==> config.mk <==
export PLATFORM = sky130hd
export DESIGN_NAME = rst_seq_mgr
export DESIGN_NICKNAME = d
export VERILOG_FILES = /design/src/rtl/rsm_pkg.sv /design/src/rtl/rsm_sync.sv /design/src/rtl/rsm_run_filter.sv /design/src/rtl/rsm_seq_fsm.sv /design/src/rtl/rst_seq_mgr.sv
export SDC_FILE = /design/constraint.sdc
export NUM_CORES = 1
export LEC_CHECK = 0
export ABC_AREA = 1
export BUFFER_PORTS_ARGS = -buffer_cell sky130_fd_sc_hd__buf_4
export CORE_MARGIN = 5
export CORE_UTILIZATION = 30
export DETAILED_ROUTE_END_ITERATION = 6
export MAX_ROUTING_LAYER = met4
export SLEW_MARGIN = 20
export SYNTH_ARGS = -nofsm -noshare
export SYNTH_HDL_FRONTEND = slang
export SYNTH_SLANG_ARGS = --single-unit
export TNS_END_PERCENT = 1
==> constraint.sdc <==
create_clock -name clk -period 1.6 [get_ports clk]
set_input_delay 0.24 -clock clk [delete_from_list [all_inputs] [get_ports clk]]
set_output_delay 0.24 -clock clk [all_outputs]
set_load 0.05 [all_outputs]
==> src/rtl/rsm_pkg.sv <==
package rsm_pkg;
  typedef enum logic [1:0] {
    ST_IDLE   = 2'd0,
    ST_DRIVE  = 2'd1,
    ST_SETTLE = 2'd2,
    ST_HOLD   = 2'd3
  } rsm_state_e;

  localparam logic [1:0] CAUSE_LVD = 2'd1;
  localparam logic [1:0] CAUSE_EXT = 2'd2;
  localparam logic [1:0] CAUSE_WDG = 2'd3;
endpackage

==> src/rtl/rsm_sync.sv <==
module rsm_sync #(
  parameter int STAGES  = 2,
  parameter bit RST_VAL = 1'b0
) (
  input  logic clk,
  input  logic rst,
  input  logic d,
  output logic q
);
  logic [STAGES-1:0] sr;

  always_ff @(posedge clk) begin
    if (rst) sr <= {STAGES{RST_VAL}};
    else     sr <= {sr[STAGES-2:0], d};
  end

  assign q = sr[STAGES-1];
endmodule

==> src/rtl/rsm_run_filter.sv <==
// Fires on the WIDTH-th consecutive enabled cycle with level high.
module rsm_run_filter #(
  parameter int WIDTH = 4
) (
  input  logic clk,
  input  logic rst,
  input  logic en,
  input  logic level,
  output logic hit
);
  localparam int CW = $clog2(WIDTH + 1);
  localparam logic [CW-1:0] LAST = CW'(WIDTH - 1);

  logic [CW-1:0] cnt;

  assign hit = en & level & (cnt == LAST);

  always_ff @(posedge clk) begin
    if (rst || !en || !level) cnt <= '0;
    else if (cnt != LAST)     cnt <= cnt + 1'b1;
  end
endmodule

==> src/rtl/rsm_seq_fsm.sv <==
module rsm_seq_fsm #(
  parameter int T_OUT       = 16,
  parameter int SYNC_STAGES = 2
) (
  input  logic clk,
  input  logic rst,
  input  logic trig_int,
  input  logic ext_hit,
  input  logic pin_low_s,
  output logic idle,
  output logic drive,
  output logic rst_out
);
  import rsm_pkg::*;

  localparam int CW = $clog2(T_OUT + 1);
  localparam logic [CW-1:0] RELOAD = CW'(T_OUT - 1);
  localparam int SW = $clog2(SYNC_STAGES + 1);
  localparam logic [SW-1:0] SLOAD = SW'(SYNC_STAGES);

  rsm_state_e state, nxt;
  logic [CW-1:0] cnt;
  logic [SW-1:0] scnt;
  logic [SYNC_STAGES-1:0] tail;
  logic rst_q;

  always_comb begin
    nxt = state;
    unique case (state)
      ST_IDLE:   if (trig_int || ext_hit) nxt = ST_DRIVE;
      ST_DRIVE:  if (!trig_int && cnt == '0) nxt = ST_SETTLE;
      ST_SETTLE: begin
        if (trig_int)         nxt = ST_DRIVE;
        else if (scnt == '0)  nxt = pin_low_s ? ST_HOLD : ST_IDLE;
      end
      ST_HOLD: begin
        if (trig_int)         nxt = ST_DRIVE;
        else if (!pin_low_s)  nxt = ST_IDLE;
      end
      default: nxt = ST_IDLE;
    endcase
  end

  always_ff @(posedge clk) begin
    if (rst) begin
      state <= ST_DRIVE;
      cnt   <= RELOAD;
      scnt  <= '0;
      tail  <= '1;
      rst_q <= 1'b1;
    end else begin
      state <= nxt;
      if (nxt == ST_DRIVE && (state != ST_DRIVE || trig_int)) cnt <= RELOAD;
      else if (state == ST_DRIVE && cnt != '0)                cnt <= cnt - 1'b1;
      if (nxt == ST_SETTLE && state != ST_SETTLE) scnt <= SLOAD;
      else if (scnt != '0)                        scnt <= scnt - 1'b1;
      if (nxt != ST_IDLE) tail <= '1;
      else                tail <= {tail[SYNC_STAGES-2:0], 1'b0};
      rst_q <= (nxt != ST_IDLE) | tail[SYNC_STAGES-1];
    end
  end

  assign idle    = (state == ST_IDLE);
  assign drive   = (state == ST_DRIVE);
  assign rst_out = rst_q;
endmodule

==> src/rtl/rst_seq_mgr.sv <==
module rst_seq_mgr #(
  parameter int T_IN        = 4,
  parameter int T_OUT       = 16,
  parameter int T_LVD       = 6,
  parameter int SYNC_STAGES = 2
) (
  input  logic       clk,
  input  logic       rst,
  input  logic       pin_in,
  input  logic       lvd_low,
  input  logic       wdg_uf,
  output logic       pin_oe,
  output logic       sys_rst,
  output logic [1:0] cause
);
  import rsm_pkg::*;

  logic pin_s, lvd_s, pin_low_s;
  logic idle, ext_hit, lvd_hit, lvd_act, trig_int;
  logic [1:0] cause_q;

  rsm_sync #(.STAGES(SYNC_STAGES), .RST_VAL(1'b1)) u_pin_sync (
    .clk(clk), .rst(rst), .d(pin_in), .q(pin_s));

  rsm_sync #(.STAGES(SYNC_STAGES), .RST_VAL(1'b1)) u_lvd_sync (
    .clk(clk), .rst(rst), .d(lvd_low), .q(lvd_s));

  assign pin_low_s = ~pin_s;

  rsm_run_filter #(.WIDTH(T_IN)) u_ext_filt (
    .clk(clk), .rst(rst), .en(idle), .level(pin_low_s), .hit(ext_hit));

  rsm_run_filter #(.WIDTH(T_LVD)) u_lvd_filt (
    .clk(clk), .rst(rst), .en(~lvd_act), .level(lvd_s), .hit(lvd_hit));

  always_ff @(posedge clk) begin
    if (rst)                     lvd_act <= 1'b1;
    else if (lvd_act && !lvd_s)  lvd_act <= 1'b0;
    else if (lvd_hit)            lvd_act <= 1'b1;
  end

  assign trig_int = wdg_uf | lvd_act | lvd_hit;

  rsm_seq_fsm #(.T_OUT(T_OUT), .SYNC_STAGES(SYNC_STAGES)) u_fsm (
    .clk(clk), .rst(rst), .trig_int(trig_int), .ext_hit(ext_hit),
    .pin_low_s(pin_low_s), .idle(idle), .drive(pin_oe), .rst_out(sys_rst));

  always_ff @(posedge clk) begin
    if (rst)          cause_q <= CAUSE_LVD;
    else if (lvd_hit) cause_q <= CAUSE_LVD;
    else if (wdg_uf)  cause_q <= CAUSE_WDG;
    else if (ext_hit) cause_q <= CAUSE_EXT;
  end

  assign cause = cause_q;
endmodule

==> reports/metrics.yaml, run 1 <==
status: "finished, final reports clean"
nFillCells: 419
postSynthAreaPerCell_sq_um: 8.28
synth_top_area_cell: "dfxtp_1"
cts_buffer_depth: 2
netlist_area_sq_um: 1200
detail_route.wl_per_cell_microns: 8.62
final.setup_skew_ns: 0.00559
synth_cell_type_count: 27
core_area_sq_um: 3940
synthAdderAreaFrac_pct: 6.25
pwr-share-clk_pct: 35.4
irDropWorstVdd_uv: 450
fin_crit_sh_pct: 93.6
synth_warnings: 0
clk_pin_slew_ns: 0.09
synth_nets: 156
synth_compound_area_share_pct: 5.73
synthMuxAreaShare_pct: 0.833
first_pass_iters: 4
synth_top_cells_by_area: "dfxtp_1 (42%), nand2_1 (6.9%), inv_1 (6.6%), ha_1 (6.3%), nand3_1 (5.0%)"
dpl.cell_count: 202
async_flop_share_pct: 0
ys_seq_area_share_pct: 41.7
grt_pass1_wl_mm: 3.24
synthCells: 145
n_antenna_cell: 0
comb_power_share_pct: 4.9
die_area_sq_um: 5370
synth_xor_area_share_pct: 3.65
gp_congestion: 0.769
multi_input_area_sq_um: 587
max-cap-violations: 0
powerDensity_nw_per_um2: 771
syn_to_final_growth_pct: 15.1
final-max-slew-violation-count: 0
io_buffers: 8
floorplan.die.width_microns: 73.3
layout.nets: 170
hold_viol_final: 0
drt-initial-drc-count: 10
cts_buffers: 3
crit_arrival_ns: 1.66
crit_type: "flop to flop"
endpoint_kind: "flop"
vias_per_cell: 4.15
ff_latch_area_sq_um: 500
synth_edf_count: 0
setup_viol: 0
path_max_fanout: 5
relSlewSlack_pct: 82.6
power_switching_uw: 238
drc: 0
synth-seq-cells: 25
critPathSlowestCell: "dfxtp_1"
cpPeakStageDelay_ns: 0.33
start_util_pct: 30.5
tns_ns: 0
grt_max_degree: 16
holdBufCountCts: 0
clock_latency_ns: 0.27
final_cells: 208
crit_chain: "ha_1 -> ha_1 -> nand3_4 -> nand2_4 -> nor2_8 -> inv_2 -> or2_1"
die_h_microns: 73.3
cp-start-kind: "flop"
post-route-min-period_ns: 1.50
overflow: 0
via_count: 863
cts_tree: "yes"
fmax_ghz: 0.668
critical_path_required_ns: 1.76
hp-class: "primary input to flop"
drive_above_1_share_pct: 25.9
track_usage_pct: 8.01
p_sw_share_pct: 22.3
rsz0062_at_grt: "no"
clock-sinks: 25
synth-simple-area-share_pct: 32.4
htreeDepth: 1
drt_wl_total_mm: 1.79
synth_top_family_by_area: "simple AND/OR/NAND/NOR gates"
grt_pass1_vias: 792
root_buffer: "clkbuf_8"
antenna_found_initial: 0
seqPwrFrac_pct: 59.7
place_hpwl_mm: 1.39
tightest_slew_ns: 0.261
yosysTopAreaCellShare_pct: 41.7
p_int_uw: 828
synth_ff_type: "dfxtp_1"
crit_top_cell: "ha_1"
cellLeakagePower_nw: 0.673
fp-row-count: 23
postRouteAntennaNets: 0
pin_count: 9
[final timing paths]
path | start | end | slack [ns] | depth (start not counted)
setup / recovery | u_ext_filt.cnt[0] | u_fsm.cnt[2] | 0.10 | 7
hold / removal | pin_in | u_pin_sync.sr[0] | 0.15 | 2
setup reg to reg | u_ext_filt.cnt[0] | u_fsm.cnt[2] | 0.10 | 7
hold reg to reg | u_pin_sync.sr[0] | u_pin_sync.sr[1] | 0.41 | 1
[critical path, delay by kind of cell, from the launching register on]
family / cells / cell delay (ns)
adder cells (fa/ha/maj): 2 / 0.49
buffers and inverters: 1 / 0.04
flip-flops: 1 / 0.33
AND/OR/NAND/NOR: 4 / 0.53
[routing by layer]
layer | GRT usage [%] | part of all wire [%] | vias to the layer above
li1 | - | - | 471
met1 | 10.2 | 50 | 379
met2 | 11.8 | 44 | 11
met3 | 2.05 | 4.2 | 2
met4 | 3.69 | 1.2 | 0
met5 | - | 0 | -
[Yosys cell counts (4+ instances only)]
master,number
dfxtp_1,25
inv_2,8
ha_1,6
xor2_1,5
inv_1,21
nor2_1,9
or2_2,4
nand2_1,22
nand3_1,12
o21ai_0,4
[cell families after synthesis]
group           Yosys count
mux                       1
fa+ha+maj                 6
compound gates           12
xor+xnor                  5
flops                    25
simple gates             66
buf+inv                  30
[power groups by stage]
| stage | clock network [mW] | registers (mW) | logic (mW) |
|---|---|---|---|
| global placement | 0 | 0.651 | 0.0533 |
| finish | 0.378 | 0.636 | 0.0524 |
| floorplan | 0 | 0.656 | 0.0318 |
| detailed placement | 0 | 0.651 | 0.0532 |
| CTS | 0.395 | 0.636 | 0.0533 |
| global route | 0.415 | 0.638 | 0.0591 |
[stage by stage]
step / worst slack, ns / hold slack [ns] / utilization (%) / cell area [sq um] / total power, mW
CTS: 0.0853 / 0.143 / 34.7 / 1370 / 1.08
global route: 0.00637 / 0.150 / 35.1 / 1380 / 1.11
detailed placement: 0.112 / 0.397 / 33.4 / 1320 / 0.704
global placement: 0.117 / 0.392 / 33.4 / 1320 / 0.704
finish: 0.102 / 0.149 / 35.1 / 1380 / 1.07
floorplan: 0.197 / 0.344 / - / 1200 / 0.688
[cell type report]
type,instances,area share (%)
Multi-Input combinational cell,90,42.4
Sequential cell,25,36.2
Inverter,29,7.87
Timing Repair Buffer,10,5.43
Tap cell,50,4.52
Clock buffer,3,2.99
Clock inverter,1,0.543
[cells in the final DEF (no fill, tap or decap)]
master and n:
o21a_1 1, clkinvlp_4 1, nand3_1 12, nor2_2 3, nand2_4 2, or2_2 4
nand3_2 1, clkbuf_8 3, o21ai_1 1, nand3_4 1, nor2_4 3, a21oi_1 3
o211ai_1 2, o21ai_0 4, nor2_1 9, inv_2 8, nor3b_1 1, nor2_8 2
xor2_1 5, or2_1 1, nand4_1 2, mux2i_1 1, nand2_1 22, o22ai_1 1
buf_4 10, ha_1 6, dfxtp_1 25, nand2_2 3, inv_1 21
[timing repair]
action	in CTS	in global routing
buffers inserted	0	2
resized for setup	0	0
setup endpoints to repair	0	2
[registers in the layout (all words and copies together) (netlist names)]
register and cells:
u_fsm.state 2, u_fsm.cnt 5, u_ext_filt.cnt 3, cause 2
u_fsm.tail 2, u_pin_sync.sr 2, lvd_act 1, u_lvd_filt.cnt 3
u_fsm.scnt 2, u_fsm.rst_out 1, u_lvd_sync.sr 2
Note: power is estimated with default switching activity, not from simulation.
==> run 2, diff against run 1 <==
Settings changed: CAP_MARGIN set to 10, RECOVER_POWER set to 25.
==> reports/metrics.yaml, run 2 (same netlist as run 1, synthesis figures left out) <==
status: "finished, final reports clean"
fp-row-count: 23
place_hpwl_mm: 1.39
die_area_sq_um: 5370
layout_commonest_cell: "dfxtp_1"
critPathSlowestCell: "dfxtp_1"
largest_reg_flops: 5
max-cap-violations: 0
core_area_sq_um: 3940
nFillCells: 424
path_max_fanout: 5
cts_buffer_depth: 2
gr-usage-met2_pct: 11.8
critical_path_required_ns: 1.76
cp-start-kind: "flop"
mostFrequentLayoutCells: "dfxtp_1 (25), nand2_1 (22), inv_1 (21), nand3_1 (12), nor2_1 (9)"
grt_max_degree: 16
post_cts_resized: 0
multi_input_area_sq_um: 587
cts_tree: "yes"
grt.busiest_layer: "met2"
crit_top_cell: "ha_1"
layout.nets: 170
n_antenna_cell: 0
clock-sinks: 25
crit_chain: "ha_1 -> ha_1 -> nand3_4 -> nand2_4 -> nor2_8 -> inv_2 -> or2_1"
grt_use_met1_pct: 10.2
crit_arrival_ns: 1.66
fin_crit_sh_pct: 93.8
critPathBufInv: 1
relSlewSlack_pct: 60.5
hp-class: "primary input to flop"
antenna_found_initial: 0
dpl.cell_count: 202
pin_count: 9
crit_type: "flop to flop"
postRouteAntennaNets: 0
track_usage_pct: 8.01
post-route-min-period_ns: 1.50
syn_to_final_growth_pct: 13.9
final-max-slew-violation-count: 0
hold_slack_ns: 0.150
largest_register: "u_fsm.cnt"
drive_above_1_share_pct: 23.4
grt_pass1_vias: 792
ff_latch_area_sq_um: 500
setup_viol: 0
worst_path_dominant_cell_family: "simple AND/OR/NAND/NOR gates"
vias_per_cell: 4.14
clk_pin_slew_ns: 0.09
cpPeakStageDelay_ns: 0.33
floorplan.die.width_microns: 73.3
htreeDepth: 1
drt_wl_total_mm: 1.79
powerDensity_nw_per_um2: 777
drc: 0
final.setup_skew_ns: 0.00517
root_buffer: "clkbuf_8"
largestRegisters: "u_fsm.cnt (5), u_ext_filt.cnt (3), u_lvd_filt.cnt (3)"
clock_latency_ns: 0.27
drt-initial-drc-count: 12
rsz0062_at_grt: "no"
final_cells: 208
tns_ns: 0
cellLeakagePower_nw: 0.660
gp_congestion: 0.769
cts_buffers: 3
first_pass_iters: 4
power.total_mw: 1.06
grt_pass1_wl_mm: 3.24
start_util_pct: 30.5
endpoint_kind: "flop"
via_count: 862
overflow: 0
irDropWorstVdd_uv: 445
detail_route.wl_per_cell_microns: 8.61
io_buffers: 8
fmax_ghz: 0.667
hold_viol_final: 0
die_h_microns: 73.3
grtUsageMet3_pct: 2.05
tightest_slew_ns: 0.594
run 2: timing repair:
action / in CTS / in global routing
buffers inserted: 0 / 2
endpoints found under the hold margin: 0 / 0
setup endpoints to repair: 0 / 2
hold buffers: 0 / 0
run 2: layout make-up:
type	instances	area share, %
Multi-Input combinational cell	90	42.9
Timing Repair Buffer	10	4.39
Clock inverter	1	0.549
Clock buffer	3	3.02
Inverter	29	7.96
Tap cell	50	4.57
Sequential cell	25	36.6
run 2: power breakdown:
part           switching (mW)  internal, mW
sequential            0.00526         0.631
clock                   0.201         0.176
combinational          0.0315        0.0182
run 2: metrics by stage:
stage	area [sq um]	utilization [%]	setup slack (ns)
final	1370	34.7	0.0999
after global routing	1370	34.7	0.00562
after CTS	1370	34.7	0.0853
after detailed placement	1320	33.4	0.112
after global placement	1320	33.4	0.117
after floorplan	1200	-	0.197
run 2: worst reg2reg max path: cells and delay by family, from the launching register on:
| family | cells | cell delay [ns] |
|---|---|---|
| flops | 1 | 0.33 |
| buf+inv | 1 | 0.04 |
| simple gates | 4 | 0.53 |
| fa+ha+maj | 2 | 0.49 |
run 2: layer usage:
layer	routed length, microns	share of wire [%]	vias up
li1	-	-	471
met1	907	51	378
met2	789	44	11
met3	71	4.0	2
met4	22	1.2	0
met5	0	0	-
run 2: path summary, 6_finish.rpt:
path / from / to / slack, ns / depth (start not counted)
worst max-delay path: u_ext_filt.cnt[0] / u_fsm.cnt[2] / 0.1 / 7
worst min-delay path: pin_in / u_pin_sync.sr[0] / 0.15 / 2
worst max register to register: u_ext_filt.cnt[0] / u_fsm.cnt[2] / 0.1 / 7
worst min register to register: u_pin_sync.sr[0] / u_pin_sync.sr[1] / 0.41 / 1
